$ cat config.mk
export PLATFORM = sky130hd
export DESIGN_NAME = triplet_capture_ctrl
export DESIGN_NICKNAME = d
export VERILOG_FILES = /design/src/rtl/tcc_pkg.sv /design/src/rtl/tcc_store.sv /design/src/rtl/tcc_ingest.sv /design/src/rtl/tcc_drain.sv /design/src/rtl/tcc_regs.sv /design/src/rtl/triplet_capture_ctrl.sv
export SDC_FILE = /design/constraint.sdc
export NUM_CORES = 1
export LEC_CHECK = 0
export BUFFER_PORTS_ARGS = -buffer_cell sky130_fd_sc_hd__buf_2
export CORE_AREA = 2 2 73 75
export DETAILED_ROUTE_END_ITERATION = 16
export DIE_AREA = 0 0 75 77
export PLACE_DENSITY = 0.77
export SLEW_MARGIN = 0
export SYNTH_ARGS = -nofsm -noshare
export SYNTH_HDL_FRONTEND = slang
export SYNTH_SLANG_ARGS = --single-unit
$ cat constraint.sdc
create_clock -name clk -period 3.72 [get_ports clk]
set_clock_uncertainty 0.1 [all_clocks]
set_input_delay 0.558 -clock clk [delete_from_list [all_inputs] [get_ports clk]]
set_output_delay 0.558 -clock clk [all_outputs]
set_load 0.1 [all_outputs]
$ cat src/rtl/tcc_pkg.sv
// Shared constants for the triplet capture controller.
// Assumes a fixed triplet length of three frames and an 8-bit drop count.
package tcc_pkg;
    localparam int TRIP_LEN = 3;
    localparam int DROP_W   = 8;
    localparam int RD_W     = 32;

    typedef logic [1:0] pos_t;

    // Register word addresses
    localparam logic [1:0] A_SIZE   = 2'd0;
    localparam logic [1:0] A_CTRL   = 2'd1;
    localparam logic [1:0] A_STATUS = 2'd2;
    localparam logic [1:0] A_CABLE  = 2'd3;

    // Status bit positions (the host decodes these)
    localparam int S_DONE  = 2;
    localparam int S_CABLE = 3;
    localparam int S_DROP  = 8;

    localparam pos_t POS_LAST = pos_t'(TRIP_LEN - 1);
endpackage

$ cat src/rtl/tcc_store.sv
// Occupancy bookkeeping for the triplet buffers.
// Counts triplets that have been opened and are not fully transferred,
// and frames that are stored but not yet handed to the host.
// Assumes start and accept never both fire without a matching frame.
module tcc_store #(
    parameter int NBUF = 2
) (
    input  logic clk,
    input  logic rst_n,
    input  logic flush,
    input  logic start,
    input  logic accept,
    input  logic sent,
    input  logic last,
    output logic occ_full,
    output logic avail_nz
);
    localparam int OCC_W = $clog2(NBUF + 1);
    localparam int AV_W  = $clog2(tcc_pkg::TRIP_LEN * NBUF + 1);

    logic [OCC_W-1:0] occ;
    logic [AV_W-1:0]  avail;
    logic             past_ok;

    // Triplet occupancy: +1 on a kept triplet start, -1 when its last frame leaves
    always_ff @(posedge clk) begin
        if (!rst_n || flush) begin
            occ <= '0;
        end else begin
            case ({start, last})
                2'b10:   occ <= occ + OCC_W'(1);
                2'b01:   occ <= occ - OCC_W'(1);
                default: occ <= occ;
            endcase
        end
    end

    // Waiting-frame count: +1 per stored frame, -1 per transferred frame
    always_ff @(posedge clk) begin
        if (!rst_n || flush) begin
            avail <= '0;
        end else begin
            case ({accept, sent})
                2'b10:   avail <= avail + AV_W'(1);
                2'b01:   avail <= avail - AV_W'(1);
                default: avail <= avail;
            endcase
        end
    end

    // Marks cycles where $past refers to post-reset state
    always_ff @(posedge clk) begin
        if (!rst_n) past_ok <= 1'b0;
        else        past_ok <= 1'b1;
    end

    assign occ_full = (occ == OCC_W'(NBUF));
    assign avail_nz = (avail != '0);


    occ_bound_chk: assert property (@(posedge clk) disable iff (!rst_n)
        past_ok |-> occ <= OCC_W'(NBUF));


    avail_bound_chk: assert property (@(posedge clk) disable iff (!rst_n)
        past_ok |-> avail <= AV_W'(tcc_pkg::TRIP_LEN * NBUF));
endmodule

$ cat src/rtl/tcc_ingest.sv
// Arrival sequencer: takes frame strobes strictly in slot order 1,2,3,
// opens a triplet only when a buffer is free, otherwise discards the
// whole triplet and counts it in a saturating drop counter.
// Assumes frame_strobe bits are single-cycle pulses.
module tcc_ingest
    import tcc_pkg::*;
(
    input  logic              clk,
    input  logic              rst_n,
    input  logic              flush,
    input  logic [2:0]        frame_strobe,
    input  logic              occ_full,
    input  logic              cnt_clr,
    output logic              start,
    output logic              accept,
    output logic [DROP_W-1:0] drop_cnt
);
    localparam logic [DROP_W-1:0] CNT_MAX = {DROP_W{1'b1}};

    pos_t       arr_pos;
    logic       dropping;
    logic [3:0] fs_pad;
    logic       slot_hit;
    logic       trip_open;
    logic       drop_now;
    logic       past_ok;

    assign fs_pad = {1'b0, frame_strobe};

    // Decode the strobe that matches the expected slot and the buffer decision
    always_comb begin
        slot_hit  = ~flush & fs_pad[arr_pos];
        trip_open = slot_hit & (arr_pos == '0);
        drop_now  = trip_open & occ_full;
        start     = trip_open & ~occ_full;
        accept    = start | (slot_hit & (arr_pos != '0) & ~dropping);
    end

    // Expected slot position and discard mode for the triplet in flight
    always_ff @(posedge clk) begin
        if (!rst_n || flush) begin
            arr_pos  <= '0;
            dropping <= 1'b0;
        end else if (slot_hit) begin
            arr_pos <= (arr_pos == POS_LAST) ? '0 : arr_pos + pos_t'(1);
            if (trip_open) dropping <= drop_now;
        end
    end

    // Saturating discarded-triplet counter, cleared by a status read
    always_ff @(posedge clk) begin
        if (!rst_n) begin
            drop_cnt <= '0;
        end else if (cnt_clr) begin
            drop_cnt <= drop_now ? DROP_W'(1) : '0;
        end else if (drop_now && drop_cnt != CNT_MAX) begin
            drop_cnt <= drop_cnt + DROP_W'(1);
        end
    end

    // Marks cycles where $past refers to post-reset state
    always_ff @(posedge clk) begin
        if (!rst_n) past_ok <= 1'b0;
        else        past_ok <= 1'b1;
    end


    drop_mono_chk: assert property (@(posedge clk) disable iff (!rst_n)
        past_ok && !$past(cnt_clr) |-> drop_cnt >= $past(drop_cnt));


    drop_full_chk: assert property (@(posedge clk) disable iff (!rst_n)
        past_ok && !$past(cnt_clr) && (drop_cnt != $past(drop_cnt)) |-> $past(occ_full));


    arr_hold_chk: assert property (@(posedge clk) disable iff (!rst_n)
        past_ok && !$past(flush) && ($past(frame_strobe) == 3'b000) |-> $stable(arr_pos));
endmodule

$ cat src/rtl/tcc_drain.sv
// Transfer-side sequencer: presents the 1-based position of the oldest
// waiting frame and retires it on each DMA completion.
// Assumes the host transfers frames of a triplet in slot order.
module tcc_drain
    import tcc_pkg::*;
(
    input  logic clk,
    input  logic rst_n,
    input  logic flush,
    input  logic dma_done,
    input  logic avail_nz,
    output logic sent,
    output logic last,
    output pos_t next_idx
);
    pos_t tx_pos;
    logic past_ok;

    // Completion qualifies only when a frame is actually waiting
    always_comb begin
        sent     = dma_done & avail_nz & ~flush;
        last     = sent & (tx_pos == POS_LAST);
        next_idx = (avail_nz & ~flush) ? tx_pos + pos_t'(1) : '0;
    end

    // Position within the head triplet of the next frame to move
    always_ff @(posedge clk) begin
        if (!rst_n || flush) begin
            tx_pos <= '0;
        end else if (sent) begin
            tx_pos <= (tx_pos == POS_LAST) ? '0 : tx_pos + pos_t'(1);
        end
    end

    // Marks cycles where $past refers to post-reset state
    always_ff @(posedge clk) begin
        if (!rst_n) past_ok <= 1'b0;
        else        past_ok <= 1'b1;
    end


    tx_hold_chk: assert property (@(posedge clk) disable iff (!rst_n)
        past_ok && !$past(flush) && !$past(dma_done) |-> $stable(tx_pos));
endmodule

$ cat src/rtl/tcc_regs.sv
// Register port, sticky event flags, cable edge detection and interrupt.
// Read data is registered and valid one cycle after reg_rd; a status read
// clears the drop counter at the same edge. Assumes cable_in is already
// synchronous to clk.
module tcc_regs
    import tcc_pkg::*;
#(
    parameter int FRAME_PAGES = 16
) (
    input  logic              clk,
    input  logic              rst_n,
    input  logic              reg_wr,
    input  logic              reg_rd,
    input  logic [1:0]        reg_addr,
    input  logic [RD_W-1:0]   reg_wdata,
    input  logic              cable_in,
    input  pos_t              next_idx,
    input  logic              sent,
    input  logic [DROP_W-1:0] drop_cnt,
    output logic              cap_en,
    output logic              cab_q,
    output logic              cnt_clr,
    output logic [RD_W-1:0]   reg_rdata,
    output logic              irq
);
    logic [1:0]      ctrl;
    logic            done_q;
    logic            cevt_q;
    logic [RD_W-1:0] stat;
    logic            stat_wr;
    logic            past_ok;
    logic            unused_wbits;

    assign unused_wbits = ^reg_wdata[RD_W-1:4];
    assign stat_wr      = reg_wr & (reg_addr == A_STATUS);
    assign cnt_clr      = reg_rd & (reg_addr == A_STATUS);
    assign cap_en       = ctrl[0];

    // Assemble the status word from live and sticky fields
    always_comb begin
        stat                     = '0;
        stat[1:0]                = next_idx;
        stat[S_DONE]             = done_q;
        stat[S_CABLE]            = cevt_q;
        stat[S_DROP +: DROP_W]   = drop_cnt;
    end

    // Control register: capture enable and cable-event interrupt enable
    always_ff @(posedge clk) begin
        if (!rst_n)                                 ctrl <= '0;
        else if (reg_wr && reg_addr == A_CTRL)      ctrl <= reg_wdata[1:0];
    end

    // Cable level register, loaded during reset so no false edge appears
    always_ff @(posedge clk) begin
        cab_q <= cable_in;
    end

    // Sticky completion flag: set wins over a same-cycle clear
    always_ff @(posedge clk) begin
        if (!rst_n) done_q <= 1'b0;
        else        done_q <= sent | (done_q & ~(stat_wr & reg_wdata[S_DONE]));
    end

    // Sticky cable-change flag on either edge of the cable level
    always_ff @(posedge clk) begin
        if (!rst_n) cevt_q <= 1'b0;
        else        cevt_q <= (cable_in != cab_q) | (cevt_q & ~(stat_wr & reg_wdata[S_CABLE]));
    end

    // Registered read mux
    always_ff @(posedge clk) begin
        if (!rst_n) begin
            reg_rdata <= '0;
        end else if (reg_rd) begin
            case (reg_addr)
                A_SIZE:   reg_rdata <= RD_W'(FRAME_PAGES);
                A_CTRL:   reg_rdata <= RD_W'(ctrl);
                A_STATUS: reg_rdata <= stat;
                default:  reg_rdata <= RD_W'(cab_q);
            endcase
        end
    end

    // Interrupt: OR of the enabled event sources
    assign irq = (ctrl[0] & ((next_idx != '0) | done_q)) | (ctrl[1] & cevt_q);

    // Marks cycles where $past refers to post-reset state
    always_ff @(posedge clk) begin
        if (!rst_n) past_ok <= 1'b0;
        else        past_ok <= 1'b1;
    end


    irq_source_chk: assert property (@(posedge clk) disable iff (!rst_n)
        irq |-> stat != '0);


    done_sticky_chk: assert property (@(posedge clk) disable iff (!rst_n)
        past_ok && $past(done_q) && !$past(stat_wr && reg_wdata[S_DONE]) |-> done_q);


    cable_edge_chk: assert property (@(posedge clk) disable iff (!rst_n)
        past_ok && ($past(cable_in) != $past(cab_q)) |-> cevt_q);
endmodule

$ cat src/rtl/triplet_capture_ctrl.sv
// Frame-triplet capture status controller, top level.
// Joins the arrival sequencer, the buffer occupancy counters, the
// transfer sequencer and the register/interrupt logic. Capture runs only
// while control bit 0 is set and the cable is present; otherwise all
// sequencing is flushed. Assumes all inputs are synchronous to clk.
module triplet_capture_ctrl
    import tcc_pkg::*;
#(
    parameter int NBUF        = 2,
    parameter int FRAME_PAGES = 16
) (
    input  logic            clk,
    input  logic            rst_n,
    input  logic [2:0]      frame_strobe,
    input  logic            cable_in,
    input  logic            dma_done,
    input  logic            reg_wr,
    input  logic            reg_rd,
    input  logic [1:0]      reg_addr,
    input  logic [RD_W-1:0] reg_wdata,
    output logic [RD_W-1:0] reg_rdata,
    output logic            irq
);
    logic              cap_en;
    logic              cab_q;
    logic              flush;
    logic              cnt_clr;
    logic              start;
    logic              accept;
    logic              sent;
    logic              last;
    logic              occ_full;
    logic              avail_nz;
    logic [DROP_W-1:0] drop_cnt;
    pos_t              next_idx;

    assign flush = ~(cap_en & cab_q);

    tcc_ingest u_ingest (
        .clk          (clk),
        .rst_n        (rst_n),
        .flush        (flush),
        .frame_strobe (frame_strobe),
        .occ_full     (occ_full),
        .cnt_clr      (cnt_clr),
        .start        (start),
        .accept       (accept),
        .drop_cnt     (drop_cnt)
    );

    tcc_store #(.NBUF(NBUF)) u_store (
        .clk      (clk),
        .rst_n    (rst_n),
        .flush    (flush),
        .start    (start),
        .accept   (accept),
        .sent     (sent),
        .last     (last),
        .occ_full (occ_full),
        .avail_nz (avail_nz)
    );

    tcc_drain u_drain (
        .clk      (clk),
        .rst_n    (rst_n),
        .flush    (flush),
        .dma_done (dma_done),
        .avail_nz (avail_nz),
        .sent     (sent),
        .last     (last),
        .next_idx (next_idx)
    );

    tcc_regs #(.FRAME_PAGES(FRAME_PAGES)) u_regs (
        .clk       (clk),
        .rst_n     (rst_n),
        .reg_wr    (reg_wr),
        .reg_rd    (reg_rd),
        .reg_addr  (reg_addr),
        .reg_wdata (reg_wdata),
        .cable_in  (cable_in),
        .next_idx  (next_idx),
        .sent      (sent),
        .drop_cnt  (drop_cnt),
        .cap_en    (cap_en),
        .cab_q     (cab_q),
        .cnt_clr   (cnt_clr),
        .reg_rdata (reg_rdata),
        .irq       (irq)
    );
endmodule

Yosys cells after proc, flatten, opt, wreduce, memory -nomap -nowiden
Index checks and enable logic that the tools add are counted.
{ "word_totals": {"wordCells": 83, "register_bits": 55} }
{ "classes": {"n_reduce_logical": 13, "magnitude_cmp": 1, "bitwise": 29, "eq_ne": 11, "n_addsub": 7, "mux": 11} }
{ "ops": {"columns": ["cell", "n"], "rows": [
  ["$pmux 16 s3", 1],
  ["$and 1x1->1", 19],
  ["$mux 8", 2],
  ["$eq 2x2->1 const B", 6],
  ["$reduce_bool 2->1", 5],
  ["$add 8x1->8 const B", 1],
  ["$ne 8x8->1 const B", 1],
  ["$add 2x1->2 const B", 3],
  ["$eq 2x1->1 const B", 3],
  ["$mux 2", 3],
  ["$pmux 3 s2", 1],
  ["$not 1->1", 5],
  ["$or 1x1->1", 5],
  ["$logic_not 2->1", 2],
  ["$pmux 2 s2", 1],
  ["$add 3x1->3 const B", 1],
  ["$lt 2x3->1 const B", 1],
  ["$reduce_bool 3->1", 1],
  ["$sub 3x1->3 const B", 1],
  ["$bmux 1 s2", 1],
  ["$logic_and 1x1->1", 2],
  ["$mux 1", 2],
  ["$reduce_and 2->1", 1],
  ["$sub 2x1->2 const B", 1],
  ["other kinds (3)", 3]
]} }

Depth between registers and ports, before layout
{ "depth": {"word_depth": 8, "mapped_depth": 10, "depth_no_buf": 10} }

Cells and area by module
From an unflattened synthesis, not the netlist that was laid out.
{ "hier_totals": {"cells_unflattened": 214, "hier_area_um2": 1953.1} }
{ "modules_own_cells": {"columns": ["mod", "cells_per_inst", "area_per_inst_um2", "instances"], "rows": [
  ["tcc_regs", 101, 952.2, 1],
  ["tcc_ingest", 66, 569.3, 1],
  ["tcc_store", 27, 262.8, 1],
  ["tcc_drain", 19, 165.2, 1],
  ["triplet_capture_ctrl", 1, 3.8, 1]
]} }

Worst setup path before layout
No wires, ideal clock.
{ "synth_path": {"path_type": "input to register", "start": "in frame_strobe[2]", "end": "reg u_store.avail[2]", "arrival_ps": 2123, "slack_ps": 1427, "cell_stages": 10, "required_time_ps": 3549, "path_buffers": 0, "cell_sequence": "mux2i_1 o21ai_0 nand3_1 o31a_1 ha_1 inv_1 fa_1 xor2_1 or3_1 a21oi_1"} }
{ "synth_between": {"elab_chain_cells": 8} }
{ "synth_rtl": {"columns": ["item", "line", "rtl"], "rows": [
  ["start: declaration", "triplet_capture_ctrl.sv:14", "input logic [2:0] frame_strobe,"],
  ["$bmux 1 s2 (*)", "tcc_ingest.sv:32", "slot_hit = ~flush & fs_pad[arr_pos];"],
  ["$mux 1 (not written as such) (*)", "tcc_ingest.sv:32", null],
  ["$and 1x1->1 (*)", "tcc_ingest.sv:32", null],
  ["$and 1x1->1 (on tied branches)", "tcc_ingest.sv:33, tcc_ingest.sv:36", null],
  ["$and 1x1->1 (on tied branches)", "tcc_ingest.sv:35, tcc_ingest.sv:36", null],
  ["$or 1x1->1 (*)", "tcc_ingest.sv:36", "accept = start | (slot_hit & (arr_pos != '0) & ~dropping);"],
  ["$eq 2x1->1 or $eq 2x2->1 (tied branches)", "tcc_store.sv:43", "case ({accept, sent})"],
  ["$pmux 3 s2 or $reduce_bool 2->1 (tied branches)", null, null],
  ["end signal: assignment", "tcc_store.sv:44", "2'b10: avail <= avail + AV_W'(1);"],
  ["end signal: assignment", "tcc_store.sv:45", "2'b01: avail <= avail - AV_W'(1);"],
  ["end signal: assignment", "tcc_store.sv:46", "default: avail <= avail;"],
  ["end: declaration", "tcc_store.sv:22", "logic [AV_W-1:0] avail;"]
]} }
Every way passes the cells marked *; elsewhere a longest branch is shown, timed or not. The select of a mux whose other input is x is not followed.
A chain may end at the register's enable or synchronous reset.

Worst setup path after layout
{ "layout_path": {"start": "reg u_regs.ctrl[0]", "end": "out irq"} }
{ "layout_between": {"elab_chain_cells": 7} }
{ "layout_rtl": {"columns": ["item", "line", "rtl"], "rows": [
  ["start: declaration", "tcc_regs.sv:26", "logic [1:0] ctrl;"],
  ["start signal: assignment", "tcc_regs.sv:51", "else if (reg_wr && reg_addr == A_CTRL) ctrl <= reg_wdata[1:0];"],
  ["$and 1x1->1", "triplet_capture_ctrl.sv:37", "assign flush = ~(cap_en & cab_q);"],
  ["$and 1x1->1", "tcc_drain.sv:23", "next_idx = (avail_nz & ~flush) ? tx_pos + pos_t'(1) : '0;"],
  ["$mux 2", "tcc_drain.sv:23", null],
  ["$reduce_bool 2->1", "tcc_regs.sv:86", "assign irq = (ctrl[0] & ((next_idx != '0) | done_q)) | (ctrl[1] & cevt_q);"],
  ["$or 1x1->1", "tcc_regs.sv:86", null],
  ["$and 1x1->1 (*)", "tcc_regs.sv:86", null],
  ["$or 1x1->1 (*)", "tcc_regs.sv:86", null],
  ["end: declaration", "triplet_capture_ctrl.sv:22", "output logic irq"]
]} }
Every way passes the cells marked *; elsewhere a longest branch is shown, timed or not.

==> results.ini <==
[outcome]
status=complete, no violations

[detailed_routing]
routed_via_density=4.99
antenna_left=0
vias=1592
drtIter0Drc=93
dr.pass1.iters=4
detail_route.wl_per_cell_um=11.5
drc=0
wirelength_um=3680

[synth]
synth-warning-count=0
synth_area_leaders=dfxtp_1 (38%), buf_4 (8.3%), a21oi_1 (6.3%), nor2_1 (4.7%), ha_1 (3.9%)
synth_edf_count=0
synth_seq_cells=36
synth.top_cell.area_share=0.378
ys_types=43
synth_common_cells=dfxtp_1 (36), a21oi_1 (24), nor2_1 (24), buf_4 (21)
async_flop_share=0
synthesis.area_um2=1910
synth_cells=225
ys_dominant_reg_cell=dfxtp_1
synth_most_common_cell=dfxtp_1
yosysSeqAreaShare=0.378
yosysTopAreaCell=dfxtp_1
synth_area_per_cell_um2=8.47

[timing]
hold_slack_ns=0.295
final.min_clock_period_ns=2.57
rsz0062_at_grt=false
slew-limit-headroom=0.589
setup_viol=0
fmax_ghz=0.389
period_share=0.692
drv_slew=0
worst_slack_ns=1.15
hold_violations=0
worst-slew-pin-transition_ns=0.615
fin_setup_tns_ns=0

[floorplan]
die_h_um=77
dieArea_um2=5780
row_count=26
die_width_um=75
pin_count=76
start_util=0.383
core-area_um2=4980

[placement]
dpl_worst_slack_ns=1.13
placed_area_um2=2000
dp.final_hpwl_um=2580
io_buffers=28
gp_congestion=0.838

[clock_network]
ctsHoldBuffers=0
cts_resized=0
cts_root_buf=clkbuf_8
clk_pin_slew_ns=0.07
cts_buffers=5
clk_path_buf_depth=2
htreeDepth=2
insertion_delay_ns=0.29
cts_tree=done
clkSinkCount=36
cts_setup_buffers=0

[finish]
finalNetCount=299
antenna_cells=0
area_growth_pct=9.91
final.fill_count=512
final_area_um2=2090
drive_gt1_frac=0.153

[worst_setup_path]
r2r_start=u_regs.ctrl[0]$_SDFFE_PN0P_
crit_family=compound AO/OA/AOI/OAI gates
cp-end-kind=primary output
r2r_end=u_store.avail[2]$_SDFFE_PP0P_
required_ns=3.06
cpPeakStageDelay_ns=0.51
r2r_slack_ns=1.24
start_kind=flop
path_class=reg2out
crit_chain=o311a_1 -> o21ai_0 -> nand2b_1 -> a22o_1 -> buf_2
path_max_fanout=9
arrival_ns=1.92
critPathSlowestCell=dfxtp_1
reg2regPathDepth=9
cp_num_buf_inv=1

[hold_path]
min_path_type=in2reg
hold_start=cable_in
min_path_cells=1
min_to=u_regs.cab_q$_DFF_P_

[grt]
grt_max_degree=22
overflow=0
grt_pass1_vias=1418
grt_usage=0.140
grt_pass1_wl_um=6260
antenna_found_initial=0

[pwr]
p_per_area_nw_per_um2=394
vdd_drop_max_v=0.000219
leakage_nw=0.826

[job]
maxCapViolations=0

-- power breakdown --
group	internal (W)	switching, W	leakage (nW)
registers	0.000389	0.00000422	0.291
clock network	0.000165	0.000136	0.0503
logic	0.0000150	0.000117	0.485
-- sequential cells by signal, summed over array words and instances, names as in the netlist --
register and flops:
u_drain.tx_pos 2, u_ingest.arr_pos 2, u_ingest.drop_cnt 8, u_ingest.dropping 1
u_regs.cab_q 1, u_regs.cevt_q 1, u_regs.ctrl 2, u_regs.done_q 1
u_regs.reg_rdata 13, u_store.avail 3, u_store.occ 2
-- layout make-up --
| cell class | count | area (um^2) | share of cell area |
|---|---|---|---|
| multi-input combinational | 168 | 1010 | 0.483 |
| sequential | 36 | 721 | 0.344 |
| timing repair buffer | 28 | 140 | 0.0669 |
| clock buffer | 7 | 96.3 | 0.0460 |
| tap | 70 | 87.6 | 0.0418 |
| inverter | 10 | 37.5 | 0.0179 |
-- routing by layer --
metal,GRT usage,vias to the layer above,wire [um]
met1,0.173,756,1650
met3,0.0578,4,223
met2,0.217,43,1760
met4,0.0482,0,42
li1,-,789,-
met5,0,-,0
-- through the flow --
| step | total power, W | std cells | utilization |
|---|---|---|---|
| global placement | 0.000533 | 312 | 0.401 |
| CTS | 0.000838 | 319 | 0.421 |
| global route | 0.000864 | 319 | 0.421 |
| floorplan | 0.000533 | 243 | - |
| detailed placement | 0.000534 | 312 | 0.401 |
| finish | 0.000826 | 319 | 0.421 |
-- how the worst max path moves through the flow --
stage                                           start                       endpoint  slack [ns]  cells after the start
after floorplan                       frame_strobe[2]  u_store.avail[2]$_SDFFE_PP0P_        1.43                     10
after global placement                frame_strobe[0]  u_store.avail[2]$_SDFFE_PP0P_        1.19                     11
after detailed placement              frame_strobe[0]  u_store.avail[2]$_SDFFE_PP0P_        1.13                     11
after CTS                 u_regs.ctrl[0]$_SDFFE_PN0P_                            irq        1.13                      5
after global routing      u_regs.ctrl[0]$_SDFFE_PN0P_                            irq        0.98                      5
final                     u_regs.ctrl[0]$_SDFFE_PN0P_                            irq        1.15                      5
-- kinds of logic after synthesis --
| kind of cell | synth area share |
|---|---|
| compound gates | 0.147 |
| xor+xnor | 0.0230 |
| fa+ha+maj | 0.0499 |
| buf+inv | 0.126 |
| flops | 0.378 |
| mux | 0.0374 |
| other cells | 0.00197 |
| simple gates | 0.236 |
-- cell usage in the layout (no fill, tap or decap), types with 2 or more instances in the layout --
master    netlist  routed
dfxtp_1        36      36
buf_2           0      28
nor2_1         24      24
a21oi_1        24      24
conb_1          1      19
nand2_1        12      12
nor2b_1        12      12
inv_1          10      10
o21ai_0        10      10
nand3_1        10      10
clkbuf_8        0       7
mux2i_1         6       6
ha_1            6       6
nand3b_1        5       5
xor2_1          4       4
or3_1           3       3
o31ai_1         3       3
or4_1           3       3
nand4_1         2       2
o41ai_1         2       2
nand4b_1        2       2
Power figures use the tool's default switching activity.
